==> config.mk <==
export PLATFORM = sky130hd
export DESIGN_NAME = opath_rd_out
export DESIGN_NICKNAME = d
export VERILOG_FILES = /design/src/rtl/opath_pkg.sv /design/src/rtl/opath_merge.sv /design/src/rtl/opath_sel_track.sv /design/src/rtl/opath_pipe_stage.sv /design/src/rtl/opath_rd_out.sv
export SDC_FILE = /design/constraint.sdc
export NUM_CORES = 1
export LEC_CHECK = 0
export BUFFER_PORTS_ARGS = -buffer_cell sky130_fd_sc_hd__buf_4
export CORE_MARGIN = 10
export CORE_UTILIZATION = 40
export CTS_CLUSTER_SIZE = 25
export DETAILED_ROUTE_END_ITERATION = 12
export GPL_ROUTABILITY_DRIVEN = 0
export PLACE_DENSITY = 0.72
export SLEW_MARGIN = 20
export SYNTH_ARGS = -nofsm -noshare
export SYNTH_HDL_FRONTEND = slang
export SYNTH_SLANG_ARGS = --single-unit
==> constraint.sdc <==
create_clock -name clk -period 2.14 [get_ports clk]
set_input_delay 0.428 -clock clk [delete_from_list [all_inputs] [get_ports clk]]
set_output_delay 0.428 -clock clk [all_outputs]
set_load 0.01 [all_outputs]
==> src/rtl/opath_pkg.sv <==
package opath_pkg;
  typedef enum logic [1:0] {
    CY_HOLD  = 2'b00,
    CY_READ  = 2'b01,
    CY_WRITE = 2'b10,
    CY_DESEL = 2'b11
  } cyc_e;
endpackage

==> src/rtl/opath_merge.sv <==
module opath_merge #(
  parameter int DW = 32,
  parameter int BW = 8,
  localparam int NB = DW / BW
) (
  input  logic [DW-1:0] arr_word,
  input  logic [DW-1:0] fwd_word,
  input  logic [NB-1:0] fwd_mask,
  input  logic          fwd_en,
  output logic [DW-1:0] merged
);
  for (genvar b = 0; b < NB; b++) begin : g_byte
    always_comb begin
      if (fwd_en && fwd_mask[b]) merged[b*BW +: BW] = fwd_word[b*BW +: BW];
      else                       merged[b*BW +: BW] = arr_word[b*BW +: BW];
    end
  end
endmodule

==> src/rtl/opath_sel_track.sv <==
module opath_sel_track
  import opath_pkg::*;
(
  input  logic clk,
  input  logic rst_n,
  input  cyc_e cyc,
  output logic sel_q
);
  logic sel_d;
  logic sel_en;

  always_comb begin
    sel_en = (cyc != CY_HOLD);
    sel_d  = (cyc == CY_READ) || (cyc == CY_WRITE);
  end

  always_ff @(posedge clk or negedge rst_n) begin
    if (!rst_n)      sel_q <= 1'b0;
    else if (sel_en) sel_q <= sel_d;
  end
endmodule

==> src/rtl/opath_pipe_stage.sv <==
module opath_pipe_stage #(
  parameter int DW = 32
) (
  input  logic          clk,
  input  logic          rst_n,
  input  logic          in_vld,
  input  logic [DW-1:0] in_data,
  output logic          vld_q,
  output logic [DW-1:0] data_q
);
  logic          vld_d;
  logic [DW-1:0] data_d;
  logic          data_en;

  always_comb begin
    vld_d   = in_vld;
    data_en = in_vld;
    data_d  = in_data;
  end

  always_ff @(posedge clk or negedge rst_n) begin
    if (!rst_n) vld_q <= 1'b0;
    else        vld_q <= vld_d;
  end

  always_ff @(posedge clk or negedge rst_n) begin
    if (!rst_n)       data_q <= '0;
    else if (data_en) data_q <= data_d;
  end
endmodule

==> src/rtl/opath_rd_out.sv <==
module opath_rd_out
  import opath_pkg::*;
#(
  parameter int DW = 32,
  parameter int BW = 8,
  localparam int NB = DW / BW
) (
  input  logic          clk,
  input  logic          rst_n,
  input  logic          pipe_mode,
  input  logic          oe_n,
  input  logic [1:0]    cyc,
  input  logic [DW-1:0] arr_rdata,
  input  logic [DW-1:0] wr_data_prev,
  input  logic [NB-1:0] wr_bmask_prev,
  input  logic          fwd_hit,
  output logic [DW-1:0] dq_out,
  output logic          dq_oe
);
  cyc_e          cyc_t;
  logic          sel_q;
  logic          fwd_en;
  logic [DW-1:0] merged;
  logic          ft_vld;
  logic          pq_vld;
  logic [DW-1:0] pq_data;
  logic          blocked;
  logic          src_vld;
  logic [DW-1:0] src_data;

  assign cyc_t = cyc_e'(cyc);

  opath_sel_track u_sel (
    .clk   (clk),
    .rst_n (rst_n),
    .cyc   (cyc_t),
    .sel_q (sel_q)
  );

  always_comb begin
    fwd_en = (cyc_t == CY_HOLD) ? 1'b1 : fwd_hit;
    ft_vld = (cyc_t == CY_READ) || ((cyc_t == CY_HOLD) && sel_q);
  end

  opath_merge #(.DW(DW), .BW(BW)) u_merge (
    .arr_word (arr_rdata),
    .fwd_word (wr_data_prev),
    .fwd_mask (wr_bmask_prev),
    .fwd_en   (fwd_en),
    .merged   (merged)
  );

  opath_pipe_stage #(.DW(DW)) u_pipe (
    .clk     (clk),
    .rst_n   (rst_n),
    .in_vld  (ft_vld),
    .in_data (merged),
    .vld_q   (pq_vld),
    .data_q  (pq_data)
  );

  always_comb begin
    blocked = (cyc_t == CY_WRITE) || (cyc_t == CY_DESEL) || oe_n || !rst_n;
    if (pipe_mode) begin
      src_vld  = pq_vld;
      src_data = pq_data;
    end else begin
      src_vld  = ft_vld;
      src_data = merged;
    end
    dq_oe  = src_vld && !blocked;
    dq_out = dq_oe ? src_data : '0;
  end
endmodule

==> flow_summary_export.csv <==
group,metric,value,unit
setup_path,cp_cell_sequence,"buf_6, ha_4, nor4b_4, o21ai_2, buf_6, o22ai_1, buf_4",
setup_path,start_kind,"input port",
pwr,p_clk_share,25.1,%
pwr,p_switching,0.569,mW
global_routing,grt_pass1_wl,10.9,mm
global_routing,track_usage,15.6,%
synthesis,ys_types,17,
synthesis,syn_nets,309,
setup_path,worstPathMaxFanout,9,
pwr,swShare,29.4,%
floorplanning,start_util,40.8,%
sta,holdWs,0.192,ns
finish,final_nets,450,
finish,diodes,0,
detailed_routing,wirelength,6.99,mm
clock_tree,cts_max_level,2,
sta,fmax,0.457,GHz
pwr,p_per_area,550,nW/um^2
setup_path,arrival,1.76,ns
clock_tree,postCtsSetupRepairBufs,0,
synthesis,synth_common_cells,"dfrtp_1 (34), nor2_1 (34)",
floorplanning,die_area,8420,sq um
global_routing,grt_antenna_before_repair,0,
sta,min_period_over_period,102,%
outcome,violations,"negative setup slack",
synthesis,syn_area,2060,sq um
clock_tree,root_buffer,"clkbuf_8",
detailed_routing,drc,0,
setup_path,critPathBufInv,3,
synthesis,yosys_warnings,0,
min_path,holdCritPathClass,"in2async",
placement,preCtsSetupSlack,-0.159,ns
global_routing,grt_max_degree,67,
pwr,power,1.94,mW
outcome,status,"complete, but fails checks",
sta,timing.slew.headroom,71.3,%
finish,multi_input_area,1240,sq um
sta,tightest_slew,0.430,ns
setup_path,timing.critical_path.slowest_stage_cell,"nor4b_4",
setup_path,max_stage_delay,0.35,ns
synthesis,synth_edf_count,0,
clock_tree,clock-sinks,34,
clock_tree,tritoncts,"done",
detailed_routing,drt_pass1_iterations,4,
placement,placed_area,3260,sq um
pwr,p_int,1.37,mW
clock_tree,clk_pin_slew,0.07,ns
setup_path,cpMostUsedCell,"buf_6",
global_routing,grt_pass1_vias,2291,
floorplanning,ios,108,
synthesis,ys_seq_area_share,41.3,%
sta,drv_slew,0,
detailed_routing,routedWlPerCell,15.8,um
placement,dp_hpwl,5.09,mm
sta,finClkSkew,0.00438,ns
flow_run,max_cap_viol_count,0,
floorplanning,die_height,91.8,um
finish,final.fill_count,427,
finish,area.sequential,851,sq um
floorplanning,die_w,91.8,um
detailed_routing,drtIter0Drc,55,
finish,areaGrowthSynthToFinish,71.0,%
synthesis,syn_avg_cell_area,8.95,sq um
sta,fin_crit,2.19,ns
detailed_routing,viasPerCell,4.88,
finish,layout-drive-gt1-share,48.9,%
synthesis,synth_seq_cells,34,
clock_tree,cts_max_path_buffers,2,
pwr,leakagePower,1.74,nW
finish,final_core_util,69.8,%
detailed_routing,vias,2156,
sta,final_hold_viol_count,0,
synthesis,yosys-top-cells-area,"dfrtp_1 (41%), mux2i_1 (16%), o22ai_1 (9.7%)",
floorplanning,rows,26,
sta,rsz0062_at_grt,"yes",
finish,design_area,3520,sq um
synthesis,synth-async-reset-ratio,100,%
placement,io_buffers,107,
synthesis,yosysTopAreaCellShare,41.3,%
detailed_routing,ant_nets,0,
synthesis,yosysTopAreaCell,"dfrtp_1",
synthesis,synthFlopType,"dfrtp_1",
setup_path,path_delay_family,"buffers and inverters",
synthesis,syn_inst,230,
pwr,irDropWorstVdd,0.317,mV
sta,setup_slack,-0.0483,ns
clock_tree,clk-insertion-delay-late,0.28,ns
pwr,power_frac_comb,32.8,%
floorplanning,coreArea,5040,sq um
clock_tree,cts_made_buffers,5,
setup_path,crit_type,"in2out",
global_routing,grt_overflow,0,
setup_path,endpoint_kind,"primary output",
setup_path,crit_required,1.71,ns
pwr,pwr-share-seq,42.1,%
sta,setup_violations,22,
final cells by class:
type | count | share of cell area (%)
inverters | 3 | 0.320
well taps | 70 | 2.49
multi-input cells | 175 | 35.2
flip-flops and latches | 34 | 24.2
repair buffers | 152 | 35.1
clock buffers | 6 | 2.35
clock inverters | 2 | 0.355
sequential cells by signal (all words and copies together) (netlist names):
| register | cells |
|---|---|
| u_pipe.data_q | 32 |
| u_pipe.vld_q | 1 |
| u_sel.sel_q | 1 |
what timing repair did:
item                       in CTS  in global routing
pin swaps                       6                  0
gates resized for setup        28                  1
hold buffers                    0                  0
gates cloned                    1                  1
setup endpoints to repair      32                 33
power by group through the flow:
stage          combinational, mW  sequential [mW]  clock (mW)
6_report                   0.634            0.815       0.487
4_1_cts                    0.626            0.815       0.497
3_5_place_dp               0.587            0.826           0
2_1_floorplan              0.288            0.812           0
5_1_grt                    0.702            0.830       0.524
3_3_place_gp               0.572            0.820           0
final timing paths:
path | start | endpoint | slack, ns | cells after the start
min reg2reg | u_pipe.data_q[5] | u_pipe.data_q[5] | 0.53 | 2
max reg2reg | u_sel.sel_q | u_pipe.data_q[25] | 1.04 | 4
max in group asynchronous | rst_n | u_pipe.data_q[4] | 1.64 | 2
max | cyc[1] | dq_out[12] | -0.05 | 7
min | rst_n | u_pipe.data_q[24] | 0.19 | 2
min in group clk | wr_data_prev[3] | u_pipe.data_q[3] | 0.48 | 3
routing by layer:
metal	part of all wire, %	wire length [um]	GRT usage (%)
met4	0.44	31	3.08
met1	42	2920	17.9
met3	6.8	476	4.97
met2	51	3560	27.8
met5	0	0	0
cell usage in the layout, fill, tap and decap left out, drive strengths merged:
cell	netlist	final
clkbuf	5	7
a21o	1	1
dfrtp	34	34
a21oi	32	32
clkinvlp	0	1
mux2i	32	32
nand2	32	32
o21ai	5	5
clkinv	0	1
nor4b	1	1
inv	3	3
ha	4	4
o22ai	32	32
nand3	1	1
mux2	1	1
nor2	34	34
buf	13	151
stage by stage:
| step | instances | setup TNS (ns) |
|---|---|---|
| 6_report | 442 | -0.312 |
| 5_1_grt | 442 | -1.92 |
| 4_1_cts | 441 | -0.419 |
| 3_5_place_dp | 433 | -2.51 |
| 3_3_place_gp | 433 | -1.81 |
| 2_1_floorplan | 230 | 0 |
logic make-up after synthesis:
group / count (synthesis) / synth area share (%)
AO/OA/AOI/OAI: 70 / 21.5
AND/OR/NAND/NOR: 68 / 13.4
flip-flops: 34 / 41.3
multiplexers: 33 / 16.1
buffers and inverters: 21 / 5.22
adder cells (fa/ha/maj): 4 / 2.43
Power figures use the tool's default switching activity.
